<file path="config.mk">
export PLATFORM = sky130hd
export DESIGN_NAME = cfg_index_port
export DESIGN_NICKNAME = d
export VERILOG_FILES = /design/src/rtl/cfgport_pkg.sv /design/src/rtl/cfgport_host.sv /design/src/rtl/cfgport_regs.sv /design/src/rtl/cfg_index_port.sv
export SDC_FILE = /design/constraint.sdc
export NUM_CORES = 1
export LEC_CHECK = 0
export BUFFER_PORTS_ARGS = -buffer_cell sky130_fd_sc_hd__buf_2
export CORE_AREA = 3 3 115 117
export DETAILED_ROUTE_END_ITERATION = 16
export DIE_AREA = 0 0 118 120
export MAX_ROUTING_LAYER = met4
export SYNTH_ARGS = -nofsm -noshare
export SYNTH_HDL_FRONTEND = slang
export SYNTH_SLANG_ARGS = --single-unit
export TNS_END_PERCENT = 5
</file>
<file path="constraint.sdc">
create_clock -name clk -period 3.1 [get_ports clk]
set_input_delay 0.155 -clock clk [delete_from_list [all_inputs] [get_ports clk]]
set_output_delay 0.155 -clock clk [all_outputs]
set_load 0.02 [all_outputs]
</file>
<file path="src/rtl/cfgport_pkg.sv">
package cfgport_pkg;

  localparam int NSLOT = 10;

  localparam logic [7:0] IDX_CFG  = 8'h50;
  localparam logic [7:0] IDX_CTRL = 8'h51;
  localparam logic [7:0] IDX_SEC  = 8'h57;

  // slot positions inside the writable file
  localparam int S_CTRL = 0;
  localparam int S_CMD  = 1;
  localparam int S_AS0  = 2;
  localparam int S_RW0  = 3;
  localparam int S_AS1  = 4;
  localparam int S_RW1  = 5;
  localparam int S_AS23 = 6;
  localparam int S_RW23 = 7;
  localparam int S_BRST = 8;
  localparam int S_SCR  = 9;

  localparam logic [7:0] SLOT_ADDR [NSLOT] = '{
    8'h51, 8'h52, 8'h53, 8'h54, 8'h55, 8'h56, 8'h57, 8'h58, 8'h59, 8'h5B
  };

  // slowest timings, read-ahead off, secondary off, burst 512 bytes
  localparam logic [7:0] SLOT_RST [NSLOT] = '{
    8'hC0, 8'h00, 8'hC0, 8'h00, 8'hC0, 8'h00, 8'hCC, 8'h00, 8'h40, 8'h00
  };

endpackage

</file>
<file path="src/rtl/cfgport_host.sv">
module cfgport_host #(
  parameter int              AW        = 16,
  parameter logic [AW-1:0]   BASE_ADDR = 16'h0178,
  parameter int              DATA_OFS  = 4
) (
  input  logic          clk,
  input  logic          rst_n,
  input  logic [AW-1:0] io_addr,
  input  logic          io_wr,
  input  logic          io_rd,
  input  logic [7:0]    io_wdata,
  output logic [7:0]    idx_q,
  output logic          data_we,
  output logic          data_re
);

  localparam logic [AW-1:0] DATA_ADDR = AW'(BASE_ADDR + AW'(DATA_OFS));

  logic idx_hit;
  logic idx_en;
  logic [7:0] idx_d;

  always_comb begin
    idx_hit = (io_addr == BASE_ADDR);
    idx_en  = io_wr && idx_hit;
    idx_d   = io_wdata;
    data_we = io_wr && (io_addr == DATA_ADDR);
    data_re = io_rd && (io_addr == DATA_ADDR);
  end

  always_ff @(posedge clk or negedge rst_n) begin
    if (!rst_n)      idx_q <= 8'h00;
    else if (idx_en) idx_q <= idx_d;
  end

endmodule

</file>
<file path="src/rtl/cfgport_regs.sv">
module cfgport_regs
  import cfgport_pkg::*;
#(
  parameter int REV = 2
) (
  input  logic                   clk,
  input  logic                   rst_n,
  input  logic [7:0]             idx,
  input  logic                   wr_en,
  input  logic                   rd_en,
  input  logic [7:0]             wdata,
  input  logic                   alt_base_strap,
  output logic [7:0]             rdata,
  output logic [NSLOT-1:0][7:0]  slot_q
);

  localparam logic [1:0] REV2 = REV[1:0];

  logic [7:0] cfg_val;
  assign cfg_val = {2'b00, alt_base_strap, 3'b000, REV2};

  for (genvar i = 0; i < NSLOT; i++) begin : g_slot
    logic       hit;
    logic [7:0] q;

    always_comb hit = wr_en && (idx == SLOT_ADDR[i]);

    always_ff @(posedge clk or negedge rst_n) begin
      if (!rst_n)   q <= SLOT_RST[i];
      else if (hit) q <= wdata;
    end

    assign slot_q[i] = q;
  end

  always_comb begin
    rdata = 8'h00;
    if (rd_en) begin
      if (idx == IDX_CFG) rdata = cfg_val;
      for (int i = 0; i < NSLOT; i++) begin
        if (idx == SLOT_ADDR[i]) rdata = slot_q[i];
      end
    end
  end

endmodule

</file>
<file path="src/rtl/cfg_index_port.sv">
module cfg_index_port
  import cfgport_pkg::*;
#(
  parameter int            AW        = 16,
  parameter logic [AW-1:0] BASE_ADDR = 16'h0178,
  parameter int            REV       = 2
) (
  input  logic          clk,
  input  logic          rst_n,
  input  logic [AW-1:0] io_addr,
  input  logic          io_wr,
  input  logic          io_rd,
  input  logic [7:0]    io_wdata,
  output logic [7:0]    io_rdata,
  input  logic          alt_base_strap,
  output logic          sec_enable,
  output logic          fast_devsel,
  output logic [3:0]    ra_disable,
  output logic [7:0]    cmd_timing,
  output logic [23:0]   addr_setup,
  output logic [23:0]   rw_timing,
  output logic [7:0]    burst_len
);

  localparam int DATA_OFS = 4;

  logic [7:0]            idx_q;
  logic                  data_we;
  logic                  data_re;
  logic [NSLOT-1:0][7:0] slot_q;

  cfgport_host #(
    .AW(AW), .BASE_ADDR(BASE_ADDR), .DATA_OFS(DATA_OFS)
  ) u_host (
    .clk(clk), .rst_n(rst_n), .io_addr(io_addr), .io_wr(io_wr),
    .io_rd(io_rd), .io_wdata(io_wdata), .idx_q(idx_q),
    .data_we(data_we), .data_re(data_re)
  );

  cfgport_regs #(.REV(REV)) u_regs (
    .clk(clk), .rst_n(rst_n), .idx(idx_q), .wr_en(data_we),
    .rd_en(data_re), .wdata(io_wdata), .alt_base_strap(alt_base_strap),
    .rdata(io_rdata), .slot_q(slot_q)
  );

  always_comb begin
    sec_enable  = slot_q[S_CTRL][3];
    fast_devsel = slot_q[S_CTRL][0] | slot_q[S_CTRL][1];
    ra_disable  = {slot_q[S_AS23][3], slot_q[S_AS23][2],
                   slot_q[S_CTRL][7], slot_q[S_CTRL][6]};
    cmd_timing  = slot_q[S_CMD];
    addr_setup  = {slot_q[S_AS23], slot_q[S_AS1], slot_q[S_AS0]};
    rw_timing   = {slot_q[S_RW23], slot_q[S_RW1], slot_q[S_RW0]};
    burst_len   = slot_q[S_BRST];
  end

endmodule

</file>
==> results.rst <==
.. list-table::
   :header-rows: 1

   * - Metric
     - Value
   * - Sequential area share after synthesis
     - between 40% and 50%
   * - Synthesized netlist cell count
     - 430
   * - Detail Route met3 WL
     - 639 µm
   * - Routed via count divided by cell count
     - roughly 5.3
   * - Starting density of the core
     - 40.4%
   * - Number of buffers created by CTS
     - 9
   * - Reg2reg end
     - u_regs.g_slot[8].q[1]$_DFFE_PN0P_
   * - Worst-Skew Late Latency
     - roughly 340 ps
   * - Number of synthesized flops with an enable pin
     - 0
   * - Row count
     - just over 40
   * - Port buffer count
     - around 110
   * - Source of the worst hold timing path
     - io_wdata[0]
   * - Placed cell areas
     - around 0.0053 mm²
   * - Adder-cell area share of the yosys netlist
     - 0%
   * - Pin slew with the least headroom to its limit
     - between 700 and 800 ps
   * - DRT Wirelength
     - between 10 and 15 mm
   * - Number of clock sinks seen by CTS
     - slightly below 90
   * - Biggest cell delay along the critical path
     - just under 600 ps
   * - Synth async-reset ratio
     - 100%
   * - Number of library cell types mapped by synthesis
     - between 50 and 60
   * - Count of buffers added by post-CTS timing repair for setup
     - 0
   * - I/O pin count
     - 107
   * - Startpoint type of the worst setup path
     - register
   * - Weighted congestion reported at the end of routability-driven placement
     - between 0.8 and 0.9
   * - Post-layout minimum cycle time
     - roughly 2800 ps
   * - Worst hold path endpoint
     - u_host.idx_q[0]$_DFFE_PN0P_
   * - Register bit total from synthesis
     - between 80 and 90
   * - Simple-gate share of the synthesized area
     - about an eighth
   * - Y dimension of the die
     - between 100 and 150 µm
   * - WL met2
     - approximately 6 mm
   * - Maximum count of clock buffers along a single path
     - 2
   * - Primary flip-flop cell chosen by synthesis mapping
     - sky130_fd_sc_hd__dfrtp_1
   * - Root buf cell
     - sky130_fd_sc_hd__clkbuf_16
   * - Mean Syn Cell Area
     - 11.7 µm²
   * - Hold Crit Class
     - in2reg
   * - FF-to-FF setup slack
     - roughly 660 ps
   * - Share of final-layout standard cells stronger than drive strength 1
     - 54.6%
   * - Setup CP Type
     - reg2out
   * - Hold bufs inserted after CTS
     - 1
   * - Number of max-cap violations
     - 0
   * - Clock tree from TritonCTS
     - done
   * - Final period utilization
     - about nine tenths
   * - Global-route total usage across every layer
     - 19.2%
   * - Placeable core area
     - 0.0125 mm²
   * - Required time worst endpoint
     - approximately 2900 ps
   * - Highest fanout seen on the critical path
     - 11
   * - Family with the most delay on the worst path
     - compound AO/OA/AOI/OAI gates
   * - Number of hold violations in the final report
     - 0
   * - Detailed-route DRC error count
     - 0
   * - Pre-antenna DRT Iters
     - 4
   * - CP arrival
     - around 2700 ps
   * - Unrepaired setup endpoints after global routing
     - no
   * - Reg2Reg Depth
     - 5
   * - Maximum resistive drop on vdd
     - roughly 0.20 mV
   * - Iter 0 DRT Violations
     - approximately 240
   * - Cell with the largest stage delay on the worst path
     - sky130_fd_sc_hd__dfrtp_1
   * - Post-Syn Area
     - 0.00503 mm²
   * - Clock transition at the registers of the reported paths
     - 60 ps
   * - First-pass GRT wire length
     - ~20 mm
   * - Critical Path End Type
     - primary output
   * - Via count of the first global-routing pass
     - between 3k and 4k
   * - Quantity of gates resized following cts
     - 0
   * - M1 WL
     - approximately 5.8 mm
   * - Leakage component of the power
     - 0.00297 µW
   * - Maximum achievable frequency
     - around 350 MHz
   * - List of cells traversed by the critical path
     - buf_4 > or3b_2 > o21ai_0 > a211oi_1 > o41ai_1 > o311a_1 > buf_2
   * - Highest metal layer used by the detailed router
     - met4
   * - Synth Area in Compound Gates
     - between 8 and 9%
   * - Power per cell area
     - ~450 mW/mm²
   * - Pin count of the biggest net entering global routing
     - 36
   * - Setup TNS
     - 0 ps
   * - ANT nets after route
     - 0
   * - Area growth from synthesis to layout
     - 12.8%
   * - H-tree levels
     - 3
   * - Multiplexer share of the synthesized area
     - between 20% and 30%
   * - Worst Skew
     - a little under 7 ps
   * - Die Outline Area
     - 0.0142 mm²
   * - Detail Placement HPWL
     - approximately 9.6 mm
   * - Combinational family with the most area after synthesis
     - multiplexers
   * - Final global-route overflow total
     - 0
   * - Critical path buffer and inverter count
     - 2
   * - Final layout net count
     - between 500 and 600
   * - Detailed-route wire length per cell
     - around 20 µm
   * - Number of pins exceeding their max-slew limit in the final report
     - 0
   * - Die width
     - approximately 120 µm
   * - Status
     - finished clean
   * - Xor-xnor portion of the synthesized cell area
     - 0%
   * - Via total after detailed routing
     - between 3k and 4k
   * - Remaining max-slew budget at the tightest pin
     - between 40 and 50%
   * - Warnings from Yosys
     - 0
   * - Antenna violations before repair
     - 0
   * - Number of setup violations in the final report
     - 0
   * - Start of the worst register-to-register path
     - u_host.idx_q[3]$_DFFE_PN0P_
   * - Count of cells along the worst hold path
     - 3
   * - Layout Cell Area excl Fill
     - ~0.0057 mm²
   * - # diodes
     - 0
   * - Synthesized netlist net count
     - 459
-- flip-flops by register name, summed over array words and instances, names as in the netlist --
register,count
u_host.idx_q,8
u_regs.g_slot.q,80
-- per-layer routing --
| metal | vias up | global-route usage (%) |
|---|---|---|
| li1 | 1581 | - |
| met1 | 1720 | 26.0 |
| met2 | 105 | 29.1 |
| met3 | 17 | 3.53 |
| met4 | 0 | 6.52 |
| met5 | - | - |
-- worst min-delay path: stages --
cell and delay, ps:
sky130_fd_sc_hd__buf_2 180, sky130_fd_sc_hd__nand2_1 70, sky130_fd_sc_hd__o21ai_0 60
-- layout by cell type, fill, tap and decap left out, types with 3 or more instances in the layout --
master,Yosys,layout
sky130_fd_sc_hd__a31oi_1,6,6
sky130_fd_sc_hd__o21ai_0,13,13
sky130_fd_sc_hd__dfrtp_1,77,77
sky130_fd_sc_hd__a211oi_1,3,3
sky130_fd_sc_hd__buf_4,68,16
sky130_fd_sc_hd__nor2b_1,9,9
sky130_fd_sc_hd__nor3_4,5,5
sky130_fd_sc_hd__nor2_1,10,10
sky130_fd_sc_hd__a221oi_1,7,7
sky130_fd_sc_hd__dfstp_2,11,11
sky130_fd_sc_hd__or3_4,3,3
sky130_fd_sc_hd__inv_1,5,5
sky130_fd_sc_hd__a21oi_1,13,13
sky130_fd_sc_hd__nand3_1,4,4
sky130_fd_sc_hd__bufinv_16,0,4
sky130_fd_sc_hd__nand2_1,13,13
sky130_fd_sc_hd__clkbuf_16,0,9
sky130_fd_sc_hd__buf_2,0,105
sky130_fd_sc_hd__nand2b_1,9,9
sky130_fd_sc_hd__o22ai_1,4,4
sky130_fd_sc_hd__mux2_2,90,90
sky130_fd_sc_hd__mux2i_1,10,10
sky130_fd_sc_hd__mux2_1,4,4
sky130_fd_sc_hd__nor3_1,3,3
sky130_fd_sc_hd__nand3b_1,4,4
sky130_fd_sc_hd__nor2_4,3,3
-- layout make-up --
type                    count  area, µm²
clock buffers               9        225
clock inverters             7        144
fillers                  1186       6780
inverters                   5       18.8
multi-input cells         247       2210
flip-flops and latches     88       2220
well taps                 172        215
repair buffers            122        656
-- power breakdown --
group          switching (µW)  leakage (µW)  internal (µW)
Combinational            52.3       0.00162           19.3
Sequential             0.0891       0.00118           1150
Clock                     453      0.000172            870
Total                     506       0.00297           2040
-- synthesized netlist by cell type (2+ instances only) --
cell type	count	area share (%)
sky130_fd_sc_hd__o22ai_1	4	0.50
sky130_fd_sc_hd__mux2_2	90	20
sky130_fd_sc_hd__mux2_1	4	0.89
sky130_fd_sc_hd__nand3_1	4	0.40
sky130_fd_sc_hd__nor2_8	2	0.80
sky130_fd_sc_hd__inv_1	5	0.37
sky130_fd_sc_hd__nor2_4	3	0.67
sky130_fd_sc_hd__a22o_1	2	0.35
sky130_fd_sc_hd__nor4_4	2	0.84
sky130_fd_sc_hd__nor3_4	5	1.6
sky130_fd_sc_hd__o21ai_0	13	1.3
sky130_fd_sc_hd__clkbuf_1	19	1.4
sky130_fd_sc_hd__nor2_1	10	0.75
sky130_fd_sc_hd__mux2i_1	10	2.0
sky130_fd_sc_hd__a21oi_1	13	1.3
sky130_fd_sc_hd__nor2b_1	9	1.1
sky130_fd_sc_hd__a211oi_1	3	0.45
sky130_fd_sc_hd__dfstp_2	11	5.7
sky130_fd_sc_hd__nand3b_1	4	0.60
sky130_fd_sc_hd__nor3_1	3	0.30
sky130_fd_sc_hd__or2_2	2	0.25
sky130_fd_sc_hd__nand2b_1	9	1.1
sky130_fd_sc_hd__dfrtp_1	77	38
sky130_fd_sc_hd__nand2_1	13	0.97
sky130_fd_sc_hd__buf_1	3	0.22
sky130_fd_sc_hd__buf_4	68	10
sky130_fd_sc_hd__o311a_1	2	0.40
sky130_fd_sc_hd__nor4b_1	2	0.35
sky130_fd_sc_hd__a31oi_1	6	0.75
sky130_fd_sc_hd__a2111oi_0	2	0.35
sky130_fd_sc_hd__or3_4	3	0.67
sky130_fd_sc_hd__a221oi_1	7	1.2
-- how the worst max path moves through the flow --
stage / start / to / slack, ps / cells past startpoint
finish: u_host.idx_q[3]$_DFFE_PN0P_ / io_rdata[1] / 260 / 7
global route: u_host.idx_q[0]$_DFFE_PN0P_ / io_rdata[4] / 120 / 7
CTS: u_host.idx_q[3]$_DFFE_PN0P_ / io_rdata[1] / 290 / 7
detailed placement: io_addr[10] / io_rdata[4] / 490 / 6
global placement: io_addr[10] / io_rdata[4] / 420 / 6
floorplan: io_addr[10] / io_rdata[4] / 360 / 4
-- through the flow --
step / utilization, % / std cells / power, µW / hold WS, ps / setup WS (ps)
after floorplan: - / 430 / 1190 / -141 / 361
after global placement: 42.5 / 633 / 1240 / 142 / 425
after detailed placement: 42.5 / 633 / 1240 / 140 / 487
after CTS: 45.6 / 650 / 2570 / 179 / 286
after global routing: 45.6 / 650 / 2630 / 225 / 122
final: 45.6 / 650 / 2540 / 187 / 258
-- logic make-up (layout without fill, tap and decap cells) --
| kind of cell | Yosys count | in the layout |
|---|---|---|
| mux | 104 | 104 |
| simple gates | 83 | 83 |
| compound gates | 60 | 60 |
| buf+inv | 95 | 143 |
| flops | 88 | 88 |
No activity file was read; power rests on OpenSTA's default activity.
